## config.mk

```make
export PLATFORM = sky130hd
export DESIGN_NAME = lst_sequencer
export DESIGN_NICKNAME = d
export VERILOG_FILES = /design/src/rtl/lst_pkg.sv /design/src/rtl/lst_csr.sv /design/src/rtl/lst_ctrl_fsm.sv /design/src/rtl/lst_err_track.sv /design/src/rtl/lst_inv_mask.sv /design/src/rtl/lst_sequencer.sv
export SDC_FILE = /design/constraint.sdc
export NUM_CORES = 1
export LEC_CHECK = 0
export ABC_AREA = 1
export ABC_CLOCK_PERIOD_IN_PS = 2100
export BUFFER_PORTS_ARGS = -buffer_cell sky130_fd_sc_hd__buf_2
export CORE_MARGIN = 1.5
export CORE_UTILIZATION = 54
export DETAILED_ROUTE_END_ITERATION = 8
export GPL_ROUTABILITY_DRIVEN = 0
export PLACE_DENSITY = 0.83
export SYNTH_ARGS = -nofsm -noshare
export SYNTH_HDL_FRONTEND = slang
export SYNTH_SLANG_ARGS = --single-unit
```

## constraint.sdc

```tcl
create_clock -name clk -period 2.1 [get_ports clk]
set_input_delay 0.21 -clock clk [delete_from_list [all_inputs] [get_ports clk]]
set_output_delay 0.21 -clock clk [all_outputs]
set_load 0.01 [all_outputs]
```

## src/rtl/lst_pkg.sv

```systemverilog
package lst_pkg;

    localparam int CSR_W = 8;

    localparam int B_START  = 0;
    localparam int B_MASTER = 1;
    localparam int B_DONE   = 2;
    localparam int B_LOOP   = 3;
    localparam int B_HALT   = 4;
    localparam int B_SWEEP  = 5;
    localparam int B_STAT_LO = 6;
    localparam int B_STAT_HI = 7;

    typedef enum logic [2:0] {
        ST_IDLE = 3'd0,
        ST_SEEK = 3'd1,
        ST_RUN  = 3'd2,
        ST_HALT = 3'd3,
        ST_DONE = 3'd4
    } lst_state_e;

    typedef enum logic [1:0] {
        STAT_CLEAN    = 2'b00,
        STAT_NO_DELIM = 2'b01,
        STAT_TX_ERR   = 2'b10
    } lst_stat_e;

    typedef struct packed {
        logic sweep;
        logic halt_on_err;
        logic loop_forever;
        logic master_arm;
        logic start;
    } lst_ctl_t;

endpackage

```

## src/rtl/lst_csr.sv

```systemverilog
module lst_csr
    import lst_pkg::*;
(
    input  logic               clk,
    input  logic               rst_n,
    input  logic               cfg_wr,
    input  logic [CSR_W-1:0]   cfg_wdata,
    input  logic               launch,
    input  logic               finish,
    output lst_ctl_t           ctl,
    output logic               done,
    output logic               stat_sw_clr
);

    lst_ctl_t ctl_q;
    logic     done_q;

    always_ff @(posedge clk or negedge rst_n) begin
        if (!rst_n) begin
            ctl_q <= '0;
        end else if (cfg_wr) begin
            ctl_q.start        <= cfg_wdata[B_START];
            ctl_q.master_arm   <= cfg_wdata[B_MASTER];
            ctl_q.loop_forever <= cfg_wdata[B_LOOP];
            ctl_q.halt_on_err  <= cfg_wdata[B_HALT];
            ctl_q.sweep        <= cfg_wdata[B_SWEEP];
        end
    end

    // done: hardware set wins over launch clear, which wins over software clear
    always_ff @(posedge clk or negedge rst_n) begin
        if (!rst_n) begin
            done_q <= 1'b0;
        end else if (finish) begin
            done_q <= 1'b1;
        end else if (launch) begin
            done_q <= 1'b0;
        end else if (cfg_wr && cfg_wdata[B_DONE]) begin
            done_q <= 1'b0;
        end
    end

    assign ctl         = ctl_q;
    assign done        = done_q;
    assign stat_sw_clr = cfg_wr && (cfg_wdata[B_STAT_HI] || cfg_wdata[B_STAT_LO]);

endmodule

```

## src/rtl/lst_ctrl_fsm.sv

```systemverilog
module lst_ctrl_fsm
    import lst_pkg::*;
#(
    parameter int NUM_PASSES = 4
) (
    input  logic        clk,
    input  logic        rst_n,
    input  lst_ctl_t    ctl,
    input  logic        ts_seen,
    input  logic        ts_loopback,
    input  logic        delim_seen,
    input  logic        mismatch,
    input  logic        loop_done,
    output lst_state_e  state,
    output logic        launch,
    output logic        delim_hit,
    output logic        err_hit,
    output logic        finish,
    output logic        master_active,
    output logic        tx_active,
    output logic        rx_search,
    output logic        rx_check
);

    localparam int PASS_W = (NUM_PASSES > 1) ? $clog2(NUM_PASSES) : 1;
    localparam logic [PASS_W-1:0] LAST_PASS = PASS_W'(NUM_PASSES - 1);

    lst_state_e        state_q, state_d;
    logic [PASS_W-1:0] pass_q;
    logic              master_q;
    logic              last_pass;
    logic              halt_now;
    logic              pass_step;

    assign last_pass = (pass_q == LAST_PASS);
    assign halt_now  = mismatch && ctl.halt_on_err;

    // state register
    always_ff @(posedge clk or negedge rst_n) begin
        if (!rst_n) begin
            state_q <= ST_IDLE;
        end else begin
            state_q <= state_d;
        end
    end

    // next-state logic
    always_comb begin
        state_d = state_q;
        unique case (state_q)
            ST_IDLE: begin
                if (ctl.start) state_d = ST_SEEK;
            end
            ST_SEEK: begin
                if (!ctl.start)     state_d = ST_IDLE;
                else if (delim_seen) state_d = ST_RUN;
            end
            ST_RUN: begin
                if (!ctl.start)
                    state_d = ST_IDLE;
                else if (halt_now)
                    state_d = ST_HALT;
                else if (loop_done && last_pass && !ctl.loop_forever)
                    state_d = ST_DONE;
            end
            ST_HALT: begin
                if (!ctl.start) state_d = ST_IDLE;
            end
            ST_DONE: begin
                if (!ctl.start) state_d = ST_IDLE;
            end
            default: state_d = ST_IDLE;
        endcase
    end

    // outputs decoded from the current state
    always_comb begin
        launch    = 1'b0;
        delim_hit = 1'b0;
        err_hit   = 1'b0;
        rx_search = 1'b0;
        rx_check  = 1'b0;
        pass_step = 1'b0;
        unique case (state_q)
            ST_IDLE: launch = ctl.start;
            ST_SEEK: begin
                rx_search = 1'b1;
                delim_hit = ctl.start && delim_seen;
            end
            ST_RUN: begin
                rx_check  = 1'b1;
                err_hit   = ctl.start && mismatch;
                pass_step = ctl.start && loop_done && !halt_now;
            end
            ST_HALT, ST_DONE: ;
            default: ;
        endcase
        finish    = (state_q == ST_RUN) &&
                    ((state_d == ST_HALT) || (state_d == ST_DONE));
        tx_active = master_q && (rx_search || rx_check);
    end

    // pattern loop counter
    always_ff @(posedge clk or negedge rst_n) begin
        if (!rst_n) begin
            pass_q <= '0;
        end else if (launch) begin
            pass_q <= '0;
        end else if (pass_step) begin
            pass_q <= last_pass ? '0 : pass_q + 1'b1;
        end
    end

    // master entry on the next loopback training set after arming
    always_ff @(posedge clk or negedge rst_n) begin
        if (!rst_n) begin
            master_q <= 1'b0;
        end else if (!ctl.start || state_q == ST_IDLE) begin
            master_q <= 1'b0;
        end else if (ts_seen && ts_loopback && ctl.master_arm) begin
            master_q <= 1'b1;
        end
    end

    assign state         = state_q;
    assign master_active = master_q;

endmodule

```

## src/rtl/lst_err_track.sv

```systemverilog
module lst_err_track
    import lst_pkg::*;
#(
    parameter int CNT_W = 8
) (
    input  logic             clk,
    input  logic             rst_n,
    input  logic             launch,
    input  logic             delim_hit,
    input  logic             err_hit,
    input  logic             sw_clr,
    output logic [1:0]       status,
    output logic [CNT_W-1:0] err_count
);

    localparam logic [CNT_W-1:0] CNT_MAX = '1;

    lst_stat_e        stat_q;
    logic [CNT_W-1:0] cnt_q;

    // status: error wins, then delimiter, then software clear
    always_ff @(posedge clk or negedge rst_n) begin
        if (!rst_n) begin
            stat_q <= STAT_CLEAN;
        end else if (launch) begin
            stat_q <= STAT_NO_DELIM;
        end else if (err_hit) begin
            stat_q <= STAT_TX_ERR;
        end else if (delim_hit && stat_q == STAT_NO_DELIM) begin
            stat_q <= STAT_CLEAN;
        end else if (sw_clr) begin
            stat_q <= STAT_CLEAN;
        end
    end

    always_ff @(posedge clk or negedge rst_n) begin
        if (!rst_n) begin
            cnt_q <= '0;
        end else if (launch) begin
            cnt_q <= '0;
        end else if (err_hit && cnt_q != CNT_MAX) begin
            cnt_q <= cnt_q + 1'b1;
        end
    end

    assign status    = stat_q;
    assign err_count = cnt_q;

endmodule

```

## src/rtl/lst_inv_mask.sv

```systemverilog
module lst_inv_mask #(
    parameter int MASK_W = 8
) (
    input  logic              clk,
    input  logic              rst_n,
    input  logic              enable,
    output logic [MASK_W-1:0] mask
);

    localparam logic [MASK_W-1:0] SEED = MASK_W'(1);

    logic [MASK_W-1:0] rot_q;

    generate
        if (MASK_W == 1) begin : g_single
            always_ff @(posedge clk or negedge rst_n) begin
                if (!rst_n) rot_q <= SEED;
                else        rot_q <= SEED;
            end
        end else begin : g_rotate
            always_ff @(posedge clk or negedge rst_n) begin
                if (!rst_n)      rot_q <= SEED;
                else if (enable) rot_q <= {rot_q[MASK_W-2:0], rot_q[MASK_W-1]};
                else             rot_q <= SEED;
            end
        end
    endgenerate

    assign mask = enable ? rot_q : '0;

endmodule

```

## src/rtl/lst_sequencer.sv

```systemverilog
module lst_sequencer
    import lst_pkg::*;
#(
    parameter int NUM_PASSES = 4,
    parameter int MASK_W     = 8,
    parameter int CNT_W      = 8
) (
    input  logic              clk,
    input  logic              rst_n,
    input  logic              cfg_wr,
    input  logic [7:0]        cfg_wdata,
    output logic [7:0]        csr_rdata,
    input  logic              ts_seen,
    input  logic              ts_loopback,
    input  logic              delim_seen,
    input  logic              mismatch,
    input  logic              loop_done,
    output logic              master_active,
    output logic              tx_active,
    output logic              rx_search,
    output logic              rx_check,
    output logic [MASK_W-1:0] inv_mask,
    output logic [CNT_W-1:0]  err_count
);

    lst_ctl_t   ctl;
    lst_state_e state_q;
    logic       done;
    logic       stat_sw_clr;
    logic       launch;
    logic       delim_hit;
    logic       err_hit;
    logic       finish;
    logic [1:0] status;

    lst_csr u_csr (
        .clk         (clk),
        .rst_n       (rst_n),
        .cfg_wr      (cfg_wr),
        .cfg_wdata   (cfg_wdata),
        .launch      (launch),
        .finish      (finish),
        .ctl         (ctl),
        .done        (done),
        .stat_sw_clr (stat_sw_clr)
    );

    lst_ctrl_fsm #(.NUM_PASSES(NUM_PASSES)) u_fsm (
        .clk           (clk),
        .rst_n         (rst_n),
        .ctl           (ctl),
        .ts_seen       (ts_seen),
        .ts_loopback   (ts_loopback),
        .delim_seen    (delim_seen),
        .mismatch      (mismatch),
        .loop_done     (loop_done),
        .state         (state_q),
        .launch        (launch),
        .delim_hit     (delim_hit),
        .err_hit       (err_hit),
        .finish        (finish),
        .master_active (master_active),
        .tx_active     (tx_active),
        .rx_search     (rx_search),
        .rx_check      (rx_check)
    );

    lst_err_track #(.CNT_W(CNT_W)) u_err (
        .clk       (clk),
        .rst_n     (rst_n),
        .launch    (launch),
        .delim_hit (delim_hit),
        .err_hit   (err_hit),
        .sw_clr    (stat_sw_clr),
        .status    (status),
        .err_count (err_count)
    );

    lst_inv_mask #(.MASK_W(MASK_W)) u_mask (
        .clk    (clk),
        .rst_n  (rst_n),
        .enable (ctl.sweep && tx_active),
        .mask   (inv_mask)
    );

    assign csr_rdata = {status, ctl.sweep, ctl.halt_on_err, ctl.loop_forever,
                        done, ctl.master_arm, ctl.start};

endmodule

```

=== Yosys cells after proc, flatten, opt, wreduce, memory -nomap -nowiden ===
Index checks and enable logic that the tools add are counted.
W data, S select, Z words.

* Flip-flop bits (word level): 30
* Bits of input ports: 16
* Output and inout port bits: 28
* Logic and storage cells: 83

* $add $sub $neg: 2
* Equal/unequal tests: 9
* Mux-type cells: 30
* Reductions and logical operators: 30

{| class="wikitable"
|+ Operator list
! kind !! count
|-
| $mux W8 || 4
|-
| $mux W3 || 7
|-
| $logic_and A1 B1 Y1 || 16
|-
| $mux W2 || 7
|-
| $pmux W3 S4 || 1
|-
| $mux W1 || 11
|-
| $eq A3 B2 Y1 const B || 3
|-
| $add A8 B1 Y8 const B || 1
|-
| $ne A8 B8 Y1 const B || 1
|-
| $eq A3 B3 Y1 const B || 2
|-
| $reduce_bool A2 Y1 || 3
|-
| $logic_or A1 B1 Y1 || 4
|-
| $reduce_bool A4 Y1 || 1
|-
| $eq A3 B1 Y1 const B || 1
|-
| $logic_not A1 Y1 || 3
|-
| $logic_not A3 Y1 || 1
|-
| $reduce_bool A3 Y1 || 1
|-
| $add A2 B1 Y2 const B || 1
|-
| $eq A2 B1 Y1 const B || 1
|-
| $eq A2 B2 Y1 const B || 1
|-
| $reduce_or A2 Y1 || 1
|}

=== Depth between registers and ports, before layout ===
Gate-level depths: netlist of run 1.

* Depth in word-level cells: 11
* Gate-level depth with buffers: 9
* Depth with buffers taken out: 9

=== Modules after synthesis ===
A second synthesis of run 1 with hierarchy kept.

* Cell total of the unflattened synthesis: 197
* Area, all modules: 1581.5 µm²

{| class="wikitable"
|+ By module, submodules not included
! module !! times used !! cells each !! area an instance (µm²) !! sequential area each (µm²)
|-
| lst_err_track || 1 || 78 || 585.6 || 250.2
|-
| lst_ctrl_fsm || 1 || 61 || 434.2 || 150.1
|-
| lst_inv_mask || 1 || 27 || 280.3 || 201.4
|-
| lst_csr || 1 || 28 || 266.5 || 150.1
|-
| lst_sequencer || 1 || 3 || 15.0 || 0.0
|}

=== Least setup slack after synthesis of run 1 ===
No wires, ideal clock.

* Kind: register -> output
* Start point: register u_fsm.state_q[0], in the netlist u_fsm.state[0]
* End point: output port inv_mask[0]
* Arrival time: 1.201 ns
* Data required time: 1.890 ns
* Path slack: 0.689 ns
* Stages on the path, launching flop included: 6
* Path through: dfrtp_1 -> inv_2 -> nand3_2 -> a21oi_2 -> nand2_2 -> nor2_1

* Word-level cells in the longest chain between the ends: 6

{| class="wikitable"
|+ RTL lines
! element !! line !! source
|-
| start: declaration || lst_ctrl_fsm.sv:28 || <nowiki>lst_state_e state_q, state_d;</nowiki>
|-
| start signal: assignment || lst_ctrl_fsm.sv:43 || <nowiki>state_q <= state_d;</nowiki>
|-
| $eq A3 B1 Y1 / $eq A3 B2 Y1 (equally long branches) || lst_ctrl_fsm.sv:84 || <nowiki>unique case (state_q)</nowiki>
|-
| $mux W1 || lst_ctrl_fsm.sv:84 ||
|-
| $logic_or A1 B1 Y1 (*) || lst_ctrl_fsm.sv:100 || <nowiki>tx_active = master_q && (rx_search || rx_check);</nowiki>
|-
| $logic_and A1 B1 Y1 (*) || lst_ctrl_fsm.sv:100 ||
|-
| named net tx_active || lst_sequencer.sv:19 || <nowiki>output logic tx_active,</nowiki>
|-
| $logic_and A1 B1 Y1 (*) || lst_sequencer.sv:82 || <nowiki>.enable (ctl.sweep && tx_active),</nowiki>
|-
| $mux W8 (*) || lst_inv_mask.sv:29 || <nowiki>assign mask = enable ? rot_q : '0;</nowiki>
|-
| end: declaration || lst_sequencer.sv:22 || <nowiki>output logic [MASK_W-1:0] inv_mask,</nowiki>
|}

The timed path passes the listed nets; every way through them passes the cells marked *.

=== Worst setup path after layout of run 1 ===
* Start point: register u_fsm.state_q[1], in the netlist u_fsm.state[1]
* End point: output port inv_mask[1]

* Word-level cells in the longest chain between the ends: 6

{| class="wikitable"
|+ RTL lines
! element !! line
|-
| $eq A3 B1 Y1 / $eq A3 B2 Y1 (equally long branches) || lst_ctrl_fsm.sv:84
|-
| $mux W1 || lst_ctrl_fsm.sv:84
|-
| $logic_or A1 B1 Y1 (*) || lst_ctrl_fsm.sv:100
|-
| $logic_and A1 B1 Y1 (*) || lst_ctrl_fsm.sv:100
|-
| $logic_and A1 B1 Y1 (*) || lst_sequencer.sv:82
|-
| $mux W8 (*) || lst_inv_mask.sv:29
|}

Every way passes the cells marked *; elsewhere a longest branch is shown, timed or not.

==> reports/metrics.cfg, run 1 <==
[outcome]
outcome=complete, no violations

[global_routing]
grt_pass1_wl_um=5460
grt_pass1_vias=1263
grt_max_degree=31
grt_antenna_before_repair=0
grt_use_total=0.229
overflow=0

[yosys]
synthTopCellsByArea=dfrtp_1, nand2_1, inv_1, nand3_1, nor2_1
avgSynthCellArea_um2=8.09
ys_types=27
yosys.cell_count.top_type=nand2_1
synth_area_um2=1500
synth_edf_count=0
synth_warnings=0
synth_top_area_share=0.485
async_reset_ff_frac=1.00
synth_common_cells=nand2_1, dfrtp_1, inv_1
yosys.area.top_type=dfrtp_1
ys_seq_area_frac=0.503
synth_seq_cells=30
synthFlopType=dfrtp_1
synth_nets=203
syn_inst=185

[clocking]
cts_inserted_buffers=5
clkSinkCount=30
cts_tree=built
clock_latency_ps=330
cts_setup_buffers=0
cts_max_level=2
cts_buffer_depth=2
cts_root_buf=clkbuf_4
clk_pin_slew_ps=90
ctsResizeCount=0

[timing]
setup-violations-final=0
slew_headroom=0.554
fin_worst_skew_ps=4.77
period_share=0.913
rsz0062_at_grt=no
timing.final.crit_period_ps=1920
fin_ws_ps=182
worstMarginPinSlew_ps=669
max_freq_ghz=0.521
drv_slew=0
hold_viol_final=0
fin_tns_setup_ps=0
hold_slack_ps=72.2

[die]
die_w_um=55.6
start_util=0.588
coreArea_um2=2540
row_count=18
die-area_um2=3100
io_pins=44
die_h_um=55.6

[placed_design]
dp_hpwl_um=2330
dp_slack_ps=567
io_buffers=43

[job]
max_cap_violations=0

[power]
fin_total_pwr_uw=1220
power_density_nw_per_um2=672
irDropWorstVdd_mv=0.589
p_leak_uw=0.00104

[worst_setup_path]
crit_chain=inv_2 -> nand3_1 -> a21oi_2 -> nand2_2 -> nor2_1 -> buf_2
worstPathRequired_ps=1890
worst-setup-path-type=flop to output port
slowest_stage=dfrtp_1
cp.arrival_ps=1710
end_kind=output port
start_kind=flop
cpPeakStageDelay_ps=450
cp_max_fo=8

[finish]
area_growth_pct=21.2
layout-drive-gt1-share=0.309
nFillCells=211
ff_latch_area_um2=752
fin_util=0.713
final_nets=250
multi_input_area_um2=601
diodes=0

[hold_path]
worstHoldPathType=input port to flop

[route]
ant_nets=0
wl_per_cell_um=12.1
route.detailed.drc=0
num_vias=1350
routed_wl_um=3180
first_iter_violations=68
drt_first_pass_iters=4
post_drt_via_cell_ratio=5.13

==> what timing repair did <==
action,CTS,global route
endpoints found under the setup margin,0,0
hold endpoints to repair,29,0
hold buffers,1,0
==> layout make-up <==
cell class,instances,area share
well taps,30,0.0207
multi-input cells,119,0.331
clock buffers,8,0.0434
inverters,32,0.0662
flip-flops and latches,30,0.414
repair buffers,44,0.124
==> path summary, 6_finish.rpt <==
path                                    start                  to  slack (ps)  depth (start not counted)
setup / recovery               u_fsm.state[1]         inv_mask[1]         180                          6
hold / removal                   cfg_wdata[1]        u_csr.ctl[1]          70                          3
setup reg to reg           u_err.err_count[0]  u_err.err_count[1]         690                          9
hold reg to reg               u_mask.rot_q[2]     u_mask.rot_q[3]         480                          2
max in group asynchronous               rst_n     u_mask.rot_q[1]        1210                          2
min in group asynchronous               rst_n     u_mask.rot_q[6]         460                          2
==> layout by cell type, fill, tap and decap left out <==
cell / synthesis / layout
nand3_2: 1 / 1
o21ai_2: 1 / 1
o21ai_1: 7 / 7
nor2_4: 2 / 2
xnor2_1: 1 / 1
nand2_2: 2 / 2
a21oi_2: 1 / 1
o211a_1: 1 / 1
dlygate4sd3_1: 0 / 1
nand4_1: 7 / 7
nand3_1: 16 / 16
clkbuf_8: 0 / 3
nor2_2: 2 / 2
nand3b_1: 1 / 1
o21ai_0: 1 / 1
clkbuf_4: 0 / 5
inv_1: 22 / 22
nor3_1: 2 / 2
buf_2: 1 / 43
nor2_8: 1 / 1
xor2_1: 2 / 2
a21oi_1: 3 / 3
dfstp_2: 1 / 1
ha_1: 2 / 2
dfrtp_1: 29 / 29
nor2_1: 14 / 14
inv_2: 10 / 10
nand2_1: 52 / 52
==> stage by stage <==
stage	std cells	area, um^2
global route	263	1810
finish	263	1810
floorplan	185	1500
detailed placement	254	1730
CTS	263	1810
global placement	254	1730
==> sequential cells by signal, indices dropped and copies added, names as in the netlist <==
register / flops
u_err.err_count: 8
u_mask.rot_q: 8
u_csr.ctl: 5
u_fsm.state: 3
u_err.status: 2
u_fsm.pass_q: 2
u_csr.done: 1
u_fsm.master_active: 1
==> where the power goes <==
part	total (uW)	internal [uW]	switching, uW	leakage (uW)
sequential	628	602	26.0	0.000403
clock	429	229	200	0.0000446
combinational	163	55.2	108	0.000594
==> cell families after synthesis <==
logic type	count (synthesis)	synth area share
fa+ha+maj	2	0.0167
buf+inv	36	0.0961
xor+xnor	3	0.0176
compound gates	14	0.0552
flops	30	0.503
simple gates	100	0.312
==> worst max-delay path: cells and delay by family (launching register included) <==
| kind | cells | cell delay, ps |
|---|---|---|
| buf+inv | 2 | 250 |
| compound gates | 1 | 230 |
| flops | 1 | 450 |
| simple gates | 3 | 440 |
==> per-layer routing <==
layer  up-vias  global-route usage  share of wire
met4         0               0.108          0.021
met2        56               0.342           0.44
met1       609               0.294           0.46
met3        11              0.0860          0.083
met5         -                   0              0
li1        674                   -              -
Note: power is estimated with default switching activity, not from simulation.
==> inputs of run 2 (changes only) <==
--- a/config.mk
+++ b/config.mk
@@ -7,12 +7,12 @@
 export LEC_CHECK = 0
 export ABC_AREA = 1
 export ABC_CLOCK_PERIOD_IN_PS = 2100
-export BUFFER_PORTS_ARGS = -buffer_cell sky130_fd_sc_hd__buf_2
 export CORE_MARGIN = 1.5
-export CORE_UTILIZATION = 54
+export CORE_UTILIZATION = 55
 export DETAILED_ROUTE_END_ITERATION = 8
+export DONT_BUFFER_PORTS = 1
 export GPL_ROUTABILITY_DRIVEN = 0
-export PLACE_DENSITY = 0.83
+export PLACE_DENSITY = 0.7
 export SYNTH_ARGS = -nofsm -noshare
 export SYNTH_HDL_FRONTEND = slang
 export SYNTH_SLANG_ARGS = --single-unit
==> run 2 against run 1 <==
Against the previous run: via count fell by 6.4%; register-to-register slack got worse by 140 ps; flip-flop and latch count did not move; maximum frequency fell by 3.8%; global-route usage rose by 3.9 points; clock skew fell by 0.93 ps; critical path type unchanged; first-iteration DRC count fell by 38%; worst setup slack got worse by 75 ps.
==> reports/metrics.cfg, run 2 (synthesis results as in run 1) <==
[route]
drt_first_pass_iters=4
first_iter_violations=42
ant_nets=0
routed_wl_um=3460
wl_per_cell_um=15.2
post_drt_via_cell_ratio=5.54
num_vias=1264
route.detailed.drc=0

[worst_setup_path]
cp.arrival_ps=1780
timing.rr.start=u_fsm.state[1]
crit_end=inv_mask[2]
slowest_stage=dfrtp_1
startpoint=u_fsm.state[1]
crit_chain=inv_2 -> nand3_1 -> a21oi_2 -> nand2_2 -> nor2_1
worstPathRequired_ps=1890
end_kind=output port
worst-setup-path-type=flop to output port
r2r_cells=5
regToRegSetupSlack_ps=550
cp_max_fo=8
r2r-end=u_mask.rot_q[3]
cpPeakStageDelay_ps=440
start_kind=flop

[finish]
final_common_cell=nand2_1
layoutNonFillerInstCount=228
final_cell_mix=nand2_1, dfrtp_1, inv_1
area_growth_pct=11.9
diodes=0
nFillCells=218
final_nets=215
ff_latch_area_um2=752
layout-drive-gt1-share=0.152
multi_input_area_um2=601

[clocking]
cts_buffer_depth=2
clk_pin_slew_ps=100
clkSinkCount=30
clock_latency_ps=350
cts_root_buf=clkbuf_4
cts_max_level=2
cts_tree=built
cts_inserted_buffers=5

[timing]
slew_headroom=0.749
timing.final.crit_period_ps=1990
max_freq_ghz=0.502
fin_ws_ps=107
setup-violations-final=0
period_share=0.949
hold_viol_final=0
rsz0062_at_grt=yes
worstMarginPinSlew_ps=377
drv_slew=0
fin_worst_skew_ps=3.84

[global_routing]
grt_antenna_before_repair=0
grt_pass1_vias=1224
grt_use_total=0.268
grt_max_degree=31
grt_pass1_wl_um=5510
overflow=0

[outcome]
outcome=complete, no violations

[placed_design]
io_buffers=0
dp_hpwl_um=2460
dp_cells=211
dp_slack_ps=497

[die]
die_h_um=55.2
coreArea_um2=2520
row_count=18
start_util=0.593
die-area_um2=3040
die_w_um=55.2
io_pins=44

[power]
fin_total_pwr_uw=1160
p_leak_uw=0.000863
irDropWorstVdd_mv=0.499
power_density_nw_per_um2=692

[hold_path]
worstHoldPathType=input port to flop

[job]
max_cap_violations=0

==> run 2: changes by cell type in the layout (fill, tap and decap cells not counted), sizes merged <==
cell | before | now
buf | 43 | 1
dlygate4sd3 | 1 | 8
clkbuf | 8 | 6
clkinv | 0 | 1
clkinvlp | 0 | 1
==> run 2: metrics by stage <==
stage | setup TNS [ps] | utilization | area (um^2) | hold slack, ps
6_report | 0 | 0.664 | 1670 | 12.9
5_1_grt | -11.7 | 0.664 | 1670 | 25.9
4_1_cts | 0 | 0.664 | 1670 | 5.05
3_5_place_dp | 0 | 0.599 | 1510 | -85.0
3_3_place_gp | 0 | 0.599 | 1510 | -85.0
2_1_floorplan | 0 | - | 1500 | -85.6
==> run 2: metal layers <==
layer,part of all wire,track usage,vias to the layer above,wire [um]
met1,0.38,0.284,596,1320
met2,0.52,0.470,54,1780
met5,0,0,-,0
met3,0.087,0.116,9,301
li1,-,-,605,-
met4,0.018,0.0976,0,63
==> run 2: where the power goes <==
group	switching (uW)	internal, uW	total (uW)	leakage (uW)
Combinational	94.6	44.7	139	0.000427
Clock	218	161	379	0.0000343
Sequential	38.5	602	640	0.000403
Total	351	807	1160	0.000863
==> run 2: cell type report <==
cell class | instances | share of cell area
inverters | 32 | 0.0717
clock inverters | 2 | 0.00747
flip-flops and latches | 30 | 0.449
well taps | 30 | 0.0224
multi-input cells | 119 | 0.359
clock buffers | 6 | 0.0306
repair buffers | 9 | 0.0598
==> run 2: worst min path at each step <==
stage                       start  depth (start not counted)                  end  slack, ps
final                     ts_seen                          2  u_fsm.master_active         10
after global routing      ts_seen                          2  u_fsm.master_active         30
after CTS                 ts_seen                          2  u_fsm.master_active          5
after detailed placement    rst_n                          0      u_mask.rot_q[4]        -80
after global placement      rst_n                          0      u_mask.rot_q[4]        -90
after floorplan             rst_n                          0         u_csr.ctl[0]        -90
==> run 2: critical path, delay by kind of cell (launching register included) <==
kind            cells  cell delay (ps)
compound gates      1              310
flops               1              440
simple gates        3              570
buf+inv             1              110
==> run 2: timing repair <==
item | CTS | global route
resized for setup | 0 | 0
hold buffers | 9 | 0
endpoints found under the hold margin | 36 | 0
buffers inserted | 0 | 0
setup endpoints to repair | 0 | 3
==> inputs of run 3 (changes only) <==
--- a/config.mk
+++ b/config.mk
@@ -7,12 +7,12 @@
 export LEC_CHECK = 0
 export ABC_AREA = 1
 export ABC_CLOCK_PERIOD_IN_PS = 2100
-export CORE_MARGIN = 1.5
-export CORE_UTILIZATION = 55
+export CORE_UTILIZATION = 25
 export DETAILED_ROUTE_END_ITERATION = 8
 export DONT_BUFFER_PORTS = 1
 export GPL_ROUTABILITY_DRIVEN = 0
-export PLACE_DENSITY = 0.7
+export PLACE_DENSITY = 0.38
+export SLEW_MARGIN = 20
 export SYNTH_ARGS = -nofsm -noshare
 export SYNTH_HDL_FRONTEND = slang
 export SYNTH_SLANG_ARGS = --single-unit
==> run 3 against run 2 <==
Against the previous run: flip-flop and latch count did not move; worst setup slack improved by 53 ps; sequential power is essentially flat; count of clock-buffer cells in the layout is the same; wire length up 3.2%; power grew 29%; clock power up 93%.
==> reports/metrics.cfg, run 3 (synthesis results as in run 1) <==
[route]
ant_nets=0
drt_first_pass_iters=3
routed_wl_um=3570
route.detailed.drc=0
post_drt_via_cell_ratio=4.47
num_vias=1179
first_iter_violations=48
wl_per_cell_um=13.5

[finish]
final_nets=209
final_common_cell=nand2_1
area_growth_pct=16.6
final_cell_mix=nand2_1, dfrtp_1, inv_1
nFillCells=591
layout-drive-gt1-share=0.156
postLayoutCellArea_um2=1750
diodes=0

[outcome]
outcome=complete, no violations

[clocking]
ctsResizeCount=0
clock_latency_ps=280
cts_root_buf=clkbuf_8
cts_max_level=2
cts_inserted_buffers=5
cts_buffer_depth=2
cts_tree=built
clk_pin_slew_ps=70
clkSinkCount=30
cts_setup_buffers=0
holdBufCountCts=3

[global_routing]
overflow=0
grt_antenna_before_repair=0
grt_pass1_wl_um=5960
grt_use_total=0.125
grt_max_degree=31
grt_pass1_vias=1186

[power]
p_leak_uw=0.000875
irDropWorstVdd_mv=0.311
seqPwrFrac=0.428
power_density_nw_per_um2=859
comb_power_share=0.084
power.switching_uw=354
intPower_uw=1140
p_clk_frac=0.488
switching_share=0.236

[timing]
fin_tns_setup_ps=0
timing.final.crit_period_ps=1940
worstMarginPinSlew_ps=386
rsz0062_at_grt=no
slew_headroom=0.743
hold_viol_final=0
fin_worst_skew_ps=8.07
period_share=0.924
drv_slew=0
max_freq_ghz=0.515
setup-violations-final=0

[die]
io_pins=44
start_util=0.265
row_count=27
die_h_um=79.4
die_w_um=79.4
die-area_um2=6300
coreArea_um2=5640

[worst_setup_path]
end_kind=output port
cp_max_fo=8
worst-setup-path-type=flop to output port
worstPathRequired_ps=1890
cp.arrival_ps=1730
start_kind=flop

[hold_path]
worstHoldPathType=input port to flop

[placed_design]
dpl_cell_area_um2=1560
dp_hpwl_um=2650
io_buffers=0

[job]
max_cap_violations=0

[run 3: final cells by class]
| cell class | count | area [um^2] | share of cell area |
|---|---|---|---|
| Multi-Input combinational cell | 119 | 601 | 0.344 |
| Clock inverter | 2 | 60.1 | 0.0344 |
| Tap cell | 72 | 90.1 | 0.0516 |
| Inverter | 32 | 120 | 0.0688 |
| Timing Repair Buffer | 3 | 40.0 | 0.0229 |
| Clock buffer | 6 | 82.6 | 0.0473 |
| Sequential cell | 30 | 752 | 0.431 |
[run 3: path summary, 6_finish.rpt]
path                                 start              end  slack [ps]  cells after the start
min reg2reg                u_mask.rot_q[7]  u_mask.rot_q[0]         480                      2
min in group asynchronous            rst_n     u_csr.ctl[1]         390                      2
max in group asynchronous            rst_n  u_mask.rot_q[0]        1480                      2
max                         u_fsm.state[0]      inv_mask[5]         160                      5
max reg2reg                 u_fsm.state[0]  u_mask.rot_q[6]         530                      5
min                                 cfg_wr     u_csr.ctl[1]          30                      2
[run 3: metal layers]
layer,vias to the layer above,part of all wire,global-route usage
met5,-,0,0
met1,548,0.43,0.137
met2,37,0.46,0.203
met4,0,0.015,0.0545
li1,589,-,-
met3,5,0.091,0.0621
[run 3: worst max-delay path, cell delays in order (launching register included)]
cell     delay (ps)
dfrtp_1         440
inv_2           110
nand3_2         130
a21oi_2         300
nand2_2         170
nor2_1          280
[run 3: power groups by stage]
| stage | Combinational (uW) | Clock [uW] | Sequential, uW |
|---|---|---|---|
| 4_1_cts | 129 | 759 | 641 |
| 3_5_place_dp | 108 | 0 | 652 |
| 3_3_place_gp | 106 | 0 | 651 |
| 6_report | 126 | 731 | 642 |
| 5_1_grt | 143 | 784 | 644 |
| 2_1_floorplan | 94.1 | 0 | 640 |
[run 3: through the flow]
step | worst slack, ps | std cells | hold slack, ps | util | power [uW]
finish | 160 | 264 | 34.9 | 0.309 | 1500
global route | 1.26 | 264 | 36.8 | 0.309 | 1570
CTS | 125 | 264 | 21.1 | 0.309 | 1530
detailed placement | 451 | 253 | -84.9 | 0.277 | 761
global placement | 511 | 253 | -84.8 | 0.277 | 757
floorplan | 689 | 185 | -85.6 | - | 734
